File: src/rtl/mesi_pkg.sv
package mesi_pkg;
  typedef enum logic [1:0] {
    ST_I = 2'd0,
    ST_S = 2'd1,
    ST_E = 2'd2,
    ST_M = 2'd3
  } line_st_e;

  typedef enum logic [2:0] {
    CMD_NONE = 3'd0,
    CMD_RD   = 3'd1,
    CMD_RDX  = 3'd2,
    CMD_UPGR = 3'd3,
    CMD_WB   = 3'd4
  } bus_cmd_e;
endpackage

File: src/rtl/mesi_line_store.sv
module mesi_line_store
  import mesi_pkg::*;
#(
  parameter int SETS   = 64,
  parameter int TAG_W  = 10,
  parameter int DATA_W = 32,
  localparam int IDX_W = $clog2(SETS)
) (
  input  logic              clk_i,
  input  logic              rst_ni,
  input  logic              wr_en_i,
  input  logic [IDX_W-1:0]  wr_idx_i,
  input  line_st_e          wr_state_i,
  input  logic              wr_tag_en_i,
  input  logic [TAG_W-1:0]  wr_tag_i,
  input  logic              wr_data_en_i,
  input  logic [DATA_W-1:0] wr_data_i,
  input  logic [IDX_W-1:0]  a_idx_i,
  output line_st_e          a_state_o,
  output logic [TAG_W-1:0]  a_tag_o,
  output logic [DATA_W-1:0] a_data_o,
  input  logic [IDX_W-1:0]  b_idx_i,
  output line_st_e          b_state_o,
  output logic [TAG_W-1:0]  b_tag_o,
  output logic [DATA_W-1:0] b_data_o
);
  line_st_e          st_a  [SETS];
  logic [TAG_W-1:0]  tag_a [SETS];
  logic [DATA_W-1:0] dat_a [SETS];

  for (genvar g = 0; g < SETS; g++) begin : g_line
    line_st_e          st_q;
    logic [TAG_W-1:0]  tag_q;
    logic [DATA_W-1:0] dat_q;
    logic              sel;

    assign sel = (wr_idx_i == IDX_W'(g));

    always_ff @(posedge clk_i or negedge rst_ni) begin
      if (!rst_ni)              st_q <= ST_I;
      else if (wr_en_i && sel)  st_q <= wr_state_i;
    end

    always_ff @(posedge clk_i) begin
      if (wr_en_i && sel && wr_tag_en_i)  tag_q <= wr_tag_i;
      if (wr_en_i && sel && wr_data_en_i) dat_q <= wr_data_i;
    end

    assign st_a[g]  = st_q;
    assign tag_a[g] = tag_q;
    assign dat_a[g] = dat_q;
  end

  assign a_state_o = st_a[a_idx_i];
  assign a_tag_o   = tag_a[a_idx_i];
  assign a_data_o  = dat_a[a_idx_i];
  assign b_state_o = st_a[b_idx_i];
  assign b_tag_o   = tag_a[b_idx_i];
  assign b_data_o  = dat_a[b_idx_i];
endmodule

File: src/rtl/mesi_snoop_unit.sv
module mesi_snoop_unit
  import mesi_pkg::*;
#(
  parameter int TAG_W  = 10,
  parameter int DATA_W = 32
) (
  input  logic              snp_valid_i,
  input  bus_cmd_e          snp_cmd_i,
  input  logic [TAG_W-1:0]  snp_tag_i,
  input  line_st_e          line_state_i,
  input  logic [TAG_W-1:0]  line_tag_i,
  input  logic [DATA_W-1:0] line_data_i,
  output logic              shared_o,
  output logic              flush_o,
  output logic [DATA_W-1:0] flush_data_o,
  output logic              upd_o,
  output line_st_e          new_state_o
);
  logic hit;
  assign hit = snp_valid_i && (line_state_i != ST_I) && (line_tag_i == snp_tag_i);

  always_comb begin
    shared_o    = 1'b0;
    flush_o     = 1'b0;
    upd_o       = 1'b0;
    new_state_o = line_state_i;
    unique case (snp_cmd_i)
      CMD_RD: begin
        shared_o    = hit;
        flush_o     = hit && (line_state_i == ST_M);
        upd_o       = hit && (line_state_i inside {ST_M, ST_E});
        new_state_o = ST_S;
      end
      CMD_RDX: begin
        flush_o     = hit && (line_state_i == ST_M);
        upd_o       = hit;
        new_state_o = ST_I;
      end
      CMD_UPGR: begin
        upd_o       = hit;
        new_state_o = ST_I;
      end
      default: ;
    endcase
  end

  assign flush_data_o = flush_o ? line_data_i : '0;
endmodule

File: src/rtl/mesi_req_unit.sv
module mesi_req_unit
  import mesi_pkg::*;
#(
  parameter int TAG_W  = 10,
  parameter int IDX_W  = 6,
  parameter int DATA_W = 32,
  localparam int ADDR_W = TAG_W + IDX_W
) (
  input  logic              req_i,
  input  logic              we_i,
  input  logic [TAG_W-1:0]  tag_i,
  input  logic [IDX_W-1:0]  idx_i,
  input  logic [DATA_W-1:0] wdata_i,
  input  line_st_e          line_state_i,
  input  logic [TAG_W-1:0]  line_tag_i,
  input  logic [DATA_W-1:0] line_data_i,
  input  logic              snoop_busy_i,
  input  logic              gnt_i,
  input  logic              shared_i,
  input  logic [DATA_W-1:0] fill_data_i,
  output logic              ack_o,
  output logic [DATA_W-1:0] rdata_o,
  output logic              bus_req_o,
  output bus_cmd_e          bus_cmd_o,
  output logic [ADDR_W-1:0] bus_addr_o,
  output logic [DATA_W-1:0] bus_wdata_o,
  output logic              upd_o,
  output line_st_e          upd_state_o,
  output logic              upd_tag_en_o,
  output logic              upd_data_en_o,
  output logic [DATA_W-1:0] upd_data_o
);
  logic hit, dirty_victim, local_ok, granted;

  assign hit          = (line_state_i != ST_I) && (line_tag_i == tag_i);
  assign dirty_victim = (line_state_i == ST_M) && !hit;
  assign local_ok     = req_i && hit && (!we_i || line_state_i inside {ST_M, ST_E});
  assign ack_o        = local_ok && !snoop_busy_i;
  assign rdata_o      = line_data_i;
  assign bus_req_o    = req_i && !local_ok;
  assign granted      = bus_req_o && gnt_i && !snoop_busy_i;

  always_comb begin
    if (!bus_req_o)        bus_cmd_o = CMD_NONE;
    else if (dirty_victim) bus_cmd_o = CMD_WB;
    else if (!we_i)        bus_cmd_o = CMD_RD;
    else if (hit)          bus_cmd_o = CMD_UPGR;
    else                   bus_cmd_o = CMD_RDX;
  end

  assign bus_addr_o  = (bus_cmd_o == CMD_WB) ? {line_tag_i, idx_i} : {tag_i, idx_i};
  assign bus_wdata_o = (bus_cmd_o == CMD_WB) ? line_data_i : '0;

  always_comb begin
    upd_o         = 1'b0;
    upd_state_o   = line_state_i;
    upd_tag_en_o  = 1'b0;
    upd_data_en_o = 1'b0;
    upd_data_o    = fill_data_i;
    if (ack_o && we_i) begin
      upd_o         = 1'b1;
      upd_state_o   = ST_M;
      upd_data_en_o = 1'b1;
      upd_data_o    = wdata_i;
    end else if (granted) begin
      upd_o = 1'b1;
      unique case (bus_cmd_o)
        CMD_WB:   upd_state_o = ST_I;
        CMD_RD: begin
          upd_state_o   = shared_i ? ST_S : ST_E;
          upd_tag_en_o  = 1'b1;
          upd_data_en_o = 1'b1;
        end
        CMD_RDX: begin
          upd_state_o   = ST_M;
          upd_tag_en_o  = 1'b1;
          upd_data_en_o = 1'b1;
        end
        CMD_UPGR: upd_state_o = ST_M;
        default:  upd_o = 1'b0;
      endcase
    end
  end
endmodule

File: src/rtl/mesi_coherence_ctrl.sv
module mesi_coherence_ctrl
  import mesi_pkg::*;
#(
  parameter int ADDR_W = 16,
  parameter int DATA_W = 32,
  parameter int SETS   = 64,
  localparam int IDX_W = $clog2(SETS),
  localparam int TAG_W = ADDR_W - IDX_W
) (
  input  logic              clk_i,
  input  logic              rst_ni,
  input  logic              cpu_req_i,
  input  logic              cpu_we_i,
  input  logic [ADDR_W-1:0] cpu_addr_i,
  input  logic [DATA_W-1:0] cpu_wdata_i,
  output logic              cpu_ack_o,
  output logic [DATA_W-1:0] cpu_rdata_o,
  output logic              bus_req_o,
  input  logic              bus_gnt_i,
  output logic [2:0]        bus_cmd_o,
  output logic [ADDR_W-1:0] bus_addr_o,
  output logic [DATA_W-1:0] bus_wdata_o,
  input  logic [DATA_W-1:0] bus_rdata_i,
  input  logic              shared_i,
  input  logic              snp_valid_i,
  input  logic [2:0]        snp_cmd_i,
  input  logic [ADDR_W-1:0] snp_addr_i,
  output logic              snp_shared_o,
  output logic              snp_flush_o,
  output logic [DATA_W-1:0] snp_data_o
);
  logic [IDX_W-1:0]  c_idx, s_idx;
  logic [TAG_W-1:0]  c_tag, s_tag;
  line_st_e          c_state, s_state;
  logic [TAG_W-1:0]  c_ltag, s_ltag;
  logic [DATA_W-1:0] c_ldata, s_ldata;

  logic              s_upd;
  line_st_e          s_new;
  logic              r_upd, r_tag_en, r_data_en;
  line_st_e          r_state;
  logic [DATA_W-1:0] r_data;
  bus_cmd_e          r_cmd;

  logic              w_en, w_tag_en, w_data_en;
  logic [IDX_W-1:0]  w_idx;
  line_st_e          w_state;

  assign c_idx = cpu_addr_i[IDX_W-1:0];
  assign c_tag = cpu_addr_i[ADDR_W-1:IDX_W];
  assign s_idx = snp_addr_i[IDX_W-1:0];
  assign s_tag = snp_addr_i[ADDR_W-1:IDX_W];

  // snoop owns the single write port in its cycle
  assign w_en      = s_upd || r_upd;
  assign w_idx     = s_upd ? s_idx : c_idx;
  assign w_state   = s_upd ? s_new : r_state;
  assign w_tag_en  = !s_upd && r_tag_en;
  assign w_data_en = !s_upd && r_data_en;

  mesi_line_store #(.SETS(SETS), .TAG_W(TAG_W), .DATA_W(DATA_W)) u_store (
    .clk_i        (clk_i),
    .rst_ni       (rst_ni),
    .wr_en_i      (w_en),
    .wr_idx_i     (w_idx),
    .wr_state_i   (w_state),
    .wr_tag_en_i  (w_tag_en),
    .wr_tag_i     (c_tag),
    .wr_data_en_i (w_data_en),
    .wr_data_i    (r_data),
    .a_idx_i      (c_idx),
    .a_state_o    (c_state),
    .a_tag_o      (c_ltag),
    .a_data_o     (c_ldata),
    .b_idx_i      (s_idx),
    .b_state_o    (s_state),
    .b_tag_o      (s_ltag),
    .b_data_o     (s_ldata)
  );

  mesi_snoop_unit #(.TAG_W(TAG_W), .DATA_W(DATA_W)) u_snoop (
    .snp_valid_i  (snp_valid_i),
    .snp_cmd_i    (bus_cmd_e'(snp_cmd_i)),
    .snp_tag_i    (s_tag),
    .line_state_i (s_state),
    .line_tag_i   (s_ltag),
    .line_data_i  (s_ldata),
    .shared_o     (snp_shared_o),
    .flush_o      (snp_flush_o),
    .flush_data_o (snp_data_o),
    .upd_o        (s_upd),
    .new_state_o  (s_new)
  );

  mesi_req_unit #(.TAG_W(TAG_W), .IDX_W(IDX_W), .DATA_W(DATA_W)) u_req (
    .req_i         (cpu_req_i),
    .we_i          (cpu_we_i),
    .tag_i         (c_tag),
    .idx_i         (c_idx),
    .wdata_i       (cpu_wdata_i),
    .line_state_i  (c_state),
    .line_tag_i    (c_ltag),
    .line_data_i   (c_ldata),
    .snoop_busy_i  (snp_valid_i),
    .gnt_i         (bus_gnt_i),
    .shared_i      (shared_i),
    .fill_data_i   (bus_rdata_i),
    .ack_o         (cpu_ack_o),
    .rdata_o       (cpu_rdata_o),
    .bus_req_o     (bus_req_o),
    .bus_cmd_o     (r_cmd),
    .bus_addr_o    (bus_addr_o),
    .bus_wdata_o   (bus_wdata_o),
    .upd_o         (r_upd),
    .upd_state_o   (r_state),
    .upd_tag_en_o  (r_tag_en),
    .upd_data_en_o (r_data_en),
    .upd_data_o    (r_data)
  );

  assign bus_cmd_o = r_cmd;
endmodule

File: config.mk
export PLATFORM = sky130hd
export DESIGN_NAME = mesi_coherence_ctrl
export DESIGN_NICKNAME = d
export VERILOG_FILES = /design/src/rtl/mesi_pkg.sv /design/src/rtl/mesi_line_store.sv /design/src/rtl/mesi_snoop_unit.sv /design/src/rtl/mesi_req_unit.sv /design/src/rtl/mesi_coherence_ctrl.sv
export SDC_FILE = /design/constraint.sdc
export NUM_CORES = 2
export LEC_CHECK = 0
export ABC_CLOCK_PERIOD_IN_PS = 7100
export BUFFER_PORTS_ARGS = -buffer_cell sky130_fd_sc_hd__buf_2
export CAP_MARGIN = 40
export CORE_MARGIN = 3
export CORE_UTILIZATION = 29
export DETAILED_ROUTE_END_ITERATION = 8
export GPL_TIMING_DRIVEN = 1
export MAX_ROUTING_LAYER = met4
export PLACE_DENSITY_LB_ADDON = 0.12
export REMOVE_ABC_BUFFERS = 1
export SETUP_SLACK_MARGIN = 0.5
export SYNTH_ARGS = -nofsm -noshare
export SYNTH_HDL_FRONTEND = slang
export SYNTH_SLANG_ARGS = --single-unit
File: constraint.sdc
create_clock -name clk_i -period 7.1 [get_ports clk_i]
set_clock_uncertainty 0.2 [all_clocks]
set_input_delay 0.355 -clock clk_i [delete_from_list [all_inputs] [get_ports clk_i]]
set_output_delay 0.355 -clock clk_i [all_outputs]
set_load 0.1 [all_outputs]
## After elaboration in Yosys (flattened, before gate mapping)

Cells that the tools add are included.
Widths: inputs -> output; s select.

| storage, ports and cells | value |
|---|---|
| logic and storage cells | 539 |
| register bits | 2816 |
| input port bits | 106 |

| operators by class | value |
|---|---|
| $lt $le $gt $ge | 2 |
| reduce and logical (&&, ||, !) cells | 224 |
| mux-type cells | 43 |
| bitwise logic cells | 2 |
| eq/ne operators | 76 |

Operators with widths:

| kind | number |
|---|---|
| $bmux 32 s6 | 2 |
| $mux 32 | 7 |
| $logic_and 1x1->1 | 207 |
| $eq 6x6->1 const B | 32 |
| $bmux 10 s6 | 2 |
| $eq 6x5->1 const B | 16 |
| $eq 6x4->1 const B | 8 |
| $mux 10 | 4 |
| $bmux 2 s6 | 2 |
| $eq 6x3->1 const B | 4 |
| $eq 10x10->1 | 2 |
| $mux 16 | 1 |
| $mux 2 | 8 |
| $ge 7x7->1 const B | 2 |
| $not 6->7 | 2 |
| $eq 3x2->1 const B | 4 |
| $eq 6x2->1 const B | 2 |
| $mux 1 | 10 |
| $mux 3 | 3 |
| $eq 2x2->1 const B | 4 |
| $reduce_bool 2->1 | 4 |
| $reduce_or 2->1 | 4 |
| $eq 3x1->1 const B | 2 |
| $eq 6x1->1 const B | 1 |
| other kinds (9) | 14 |

## Depth between registers and ports, before layout

| logic depth | value |
|---|---|
| depth after elaboration | 19 |
| depth in mapped cells | 21 |
| gate-level depth less buffers | 11 |

## Hierarchy

A second synthesis with hierarchy kept.

| second synthesis, totals | value |
|---|---|
| cells, all modules | 6692 |
| area, all modules | 131989.1 um^2 |

By module, submodules not included:

| module | area an instance (um^2) | times used | cells each |
|---|---|---|---|
| mesi_line_store | 129586.8 | 1 | 6399 |
| mesi_req_unit | 1376.3 | 1 | 171 |
| mesi_snoop_unit | 874.6 | 1 | 110 |
| mesi_coherence_ctrl | 151.4 | 1 | 12 |

## Worst setup path before layout

No wires, ideal clock.

| timing | value |
|---|---|
| path type | input-to-reg |
| from | in snp_addr_i[1] |
| to | reg u_store.g_line[2].dat_q[0] (enable) |
| library setup time | 502 ps |
| arrival time | 6914 ps |
| stages on the path | 17 |
| setup slack | -516 ps |
| path through | buf_1 clkbuf_1 clkbuf_1 mux4_2 a22oi_1 o32ai_1 nor3_1 o211ai_1 xor2_1 or4b_1 buf_2 o31a_1 buf_6 buf_6 buf_6 buf_6 nor4_1 |

| on the way | value |
|---|---|
| cells in the longest elaborated chain, start to end | 13 |
| elaborated cells between the ends (all ways) | 23 |
| classes of those cells | 4 x eq/ne; 8 x mux; 1 x bitwise; 10 x reduce/logical |

Ends and longest elaborated chain:

| element | line | source |
|---|---|---|
| start: declaration | mesi_coherence_ctrl.sv:27 | `input logic [ADDR_W-1:0] snp_addr_i,` |
| branches (longest 12 deep; another with $bmux 10 s6) | - |  |
| $logic_and 1x1->1 (*) | mesi_line_store.sv:46 | `if (wr_en_i && sel && wr_data_en_i) dat_q <= wr_data_i;` |
| end signal: assignment | mesi_line_store.sv:46 |  |
| end: declaration | mesi_line_store.sv:34 | `logic [DATA_W-1:0] dat_q;` |

Every way passes the cells marked *. The select of a mux whose other input is x is not followed.
A chain may end at the register's enable or synchronous reset.

## Worst setup path after layout

| timing | value |
|---|---|
| from | in snp_addr_i[0] |
| to | out snp_data_o[19] |

| on the way | value |
|---|---|
| cells in the longest elaborated chain, start to end | 10 |
| elaborated cells between the ends (all ways) | 18 |
| classes of those cells | 2 x eq/ne; 11 x mux; 1 x bitwise; 4 x reduce/logical |

Ends and longest elaborated chain:

| element | line | source |
|---|---|---|
| $not 6->7 (implied by the code) (*) | mesi_line_store.sv:57, mesi_line_store.sv:58, mesi_line_store.sv:59 |  |
| branches (longest 8 deep; another with $bmux 10 s6) | - |  |
| $mux 32 (*) | mesi_snoop_unit.sv:47 | `assign flush_data_o = flush_o ? line_data_i : '0;` |
| end: declaration | mesi_coherence_ctrl.sv:30 | `output logic [DATA_W-1:0] snp_data_o` |

Marked as above.

==> summary.txt <==
status: finished, final reports clean
power per cell area: 242 mW/mm^2
Synth Area per Inst: 20.3 um^2
fin crit share: 0.892
CTS clk-pin slew, worst paths: 0.05 ns
commonest non-fill, non-tap cells in the layout: edfxtp_1 (2,688), mux4_2 (1,587), buf_4 (386)
worst-path cell chain: buf_12 -> buf_4 -> mux2i_1 -> a21oi_1 -> a31oi_1 -> o221ai_1 -> o221ai_1 -> a22oi_1 -> nand4_1 -> or3_1 -> or4_4 -> buf_16 -> buf_4 -> nor2b_1 -> buf_12
most common cell after layout, fill and taps aside: edfxtp_1
synthesized area: 0.135 mm^2
VDD IR max: 0.000190 V
fin util: 0.349
Setup CP Type: input port to output pin
Clock Sinks: 2,816
area of the multi-input gates: 0.0494 mm^2
R2R cell count: 14
CP Max Fanout: 64
Overall Global Routing Usage: 0.236
GPL Wtd Cong: 0.928
I/O pin cnt: 225
Most Used Layer, Global Route: met2
final cell count without fillers: 13,800
crit path DAT: 5.78 ns
vias in the first global route: 80,800
DRC: 0
area delta synth->final: 19.8%
Pwr Total: 0.0392 W
placed cell areas: 0.151 mm^2
vias per cell: 5.73
CTS Buf Count: 342
relative slew slack: 0.292
vias: 79,200
CTS tree: built
CP startpoint kind: input port
Worst path slowest cell: or4_4
Netlist cell types: 79
Min-Delay Path Depth: 2
global-route wire length before repair: 745,000 um
Die ar.: 0.474 mm^2
Worst Tran Pin Value: 1.06 ns
First DRT Iteration DRCs: 9,082
Leakage: 51.8 nW
grt met2 use: 0.378
Antenna Violating Nets Remaining: 0
final setup fails: 0
Die Ht: 689 um
FILL cells: 43,000
Slowest Stage Delay on Critical Path: 0.72 ns
GRT overflow: 0
Max Clk Rate: 158 MHz
synth warn: 0
post-route minimum period: 6.33 ns
RSZ-0062 raised after global routing: no
WHS: 0.0560 ns
largest net degree at the start of global routing: 106
register area share after synthesis: 0.621
Initial DRT Pass Iterations: 7
met3 GRT Util: 0.0322
Nets: 7,465
Finished Cell Area: 0.162 mm^2
Rows: 250
port bufs: 224
FFs w/ async S/R, synth: 0.0455
Routed WL: 552,000 um
CP Data Required Time: 6.55 ns
max-slew violation count: 0
ys flop type: edfxtp_1
die width: 689 um
FF+latch count, synth: 2,816
hold crit path type: input port to flop
antenna violations before repair: 27
CTS Root Cell: clkbuf_16
final hold vios: 0
CORE AREA: 0.464 mm^2
Max-Cap Viols: 0
register area: 0.0839 mm^2
CTS max path bufs: 4
met1 Use GR: 0.317
EDFF count, synth: 2,688
Post CTS Setup Buffer Count: 0
worst skew pair latency: 0.98 ns
htree depth: 5
dpl cells: 13,100
Initial Util: 0.291
Post-Syn Instances: 6,672
Worst Setup End Kind: output pin
DP HPWL: 359,000 um
share of cells above drive strength 1: 0.427
Avg WL per Cell: 39.9 um
-- critical path: cells and delay by family --
kind | cells | cell delay (ns)
and+or+nand+nor | 4 | 1.66
AOI/OAI and AO/OA | 5 | 1.65
muxes | 1 | 0.23
buffers and inverters | 5 | 1.51
-- sequential cells by signal, indices dropped and copies added, names as in the netlist --
register,count
u_store.g_line.st_q,128
u_store.g_line.dat_q,2048
u_store.g_line.tag_q,640
-- metrics by stage --
step	setup WS, ns	TNS [ns]
after global placement	-0.0422	-0.402
after CTS	0.648	0
after global routing	0.580	0
after detailed placement	0.448	0
after floorplan	-6.88	-
final	0.769	0
-- timing repair --
action / in CTS / in global routing
endpoints found under the hold margin: 1878 / 0
gates resized for setup: 0 / 0
hold buffers: 67 / 0
-- cell type report --
class                      instances  area share
antenna                           17    0.000263
clock inverter                   186      0.0101
clock buffer                     428      0.0556
multi-input combinational       3273       0.305
inverter                          16    0.000525
tap                             6174      0.0477
timing repair buffer             910      0.0626
sequential                      2816       0.518
-- metal layers --
layer | wire length (um) | vias to the layer above
li1 | - | 30500
met1 | 234000 | 44400
met2 | 267000 | 3556
met3 | 33800 | 735
met4 | 16500 | 0
met5 | 0 | -
-- cell usage after synthesis (all sizes together), types with 4 or more instances --
| cell | instances | share of area |
|---|---|---|
| o211ai | 7 | 0.00039 |
| edfxtp | 2688 | 0.60 |
| nand3 | 49 | 0.0018 |
| a211oi | 11 | 0.00061 |
| inv | 15 | 0.00042 |
| mux2 | 125 | 0.010 |
| and2 | 19 | 0.00088 |
| mux2i | 364 | 0.027 |
| a21oi | 37 | 0.0014 |
| nand2 | 161 | 0.0045 |
| a31oi | 38 | 0.0025 |
| nand4 | 17 | 0.00079 |
| or2 | 68 | 0.0031 |
| nor2b | 84 | 0.0039 |
| a2bb2oi | 4 | 0.00026 |
| o21ai | 31 | 0.0011 |
| xor2 | 9 | 0.00058 |
| buf | 276 | 0.013 |
| nor4 | 138 | 0.0072 |
| xnor2 | 10 | 0.00065 |
| dfrtp | 128 | 0.024 |
| or3 | 7 | 0.00036 |
| o2bb2ai | 63 | 0.0068 |
| nor3 | 14 | 0.00052 |
| o22ai | 21 | 0.00097 |
| nand2b | 10 | 0.00046 |
| and3 | 7 | 0.00032 |
| nand3b | 7 | 0.00039 |
| a22oi | 130 | 0.0072 |
| or3b | 6 | 0.00039 |
| mux4 | 1587 | 0.26 |
| o22a | 5 | 0.00032 |
| a221oi | 14 | 0.00091 |
| clkbuf | 291 | 0.0081 |
| nor2 | 186 | 0.0053 |
-- path summary, 6_finish.rpt --
kind	start	to	slack (ns)
setup / recovery	snp_addr_i[0]	snp_data_o[19]	0.77
hold / removal	cpu_addr_i[11]	u_store.g_line[22].tag_q[5]$_DFFE_PP_	0.06
setup reg to reg	u_store.g_line[53].tag_q[8]$_DFFE_PP_	u_store.g_line[6].dat_q[12]$_DFFE_PP_	0.77
hold reg to reg	u_store.g_line[2].st_q[1]$_DFFE_PN0P_	u_store.g_line[2].st_q[1]$_DFFE_PN0P_	0.31
max in group asynchronous	rst_ni	u_store.g_line[11].st_q[1]$_DFFE_PN0P_	5.53
min in group asynchronous	rst_ni	u_store.g_line[53].st_q[1]$_DFFE_PN0P_	0.40
-- power by group --
part           internal (W)  total [W]  leakage [nW]  switching [W]
clock               0.00973     0.0170          5.19        0.00732
sequential           0.0182     0.0183          25.9      0.0000494
combinational       0.00145    0.00388          20.7        0.00242
total                0.0294     0.0392          51.8        0.00979
-- cells by family (layout without fill, tap and decap cells) --
logic type / count (synthesis) / after routing / share of synthesized area
flip-flops: 2816 / 2816 / 0.621
multiplexers: 2076 / 2076 / 0.302
AND/OR/NAND/NOR: 785 / 785 / 0.0306
buffers and inverters: 583 / 1540 / 0.0212
AO/OA/AOI/OAI: 393 / 393 / 0.0246
XOR/XNOR: 19 / 19 / 0.00123
other: 0 / 17 / 0
Note: power is estimated with default switching activity, not from simulation.
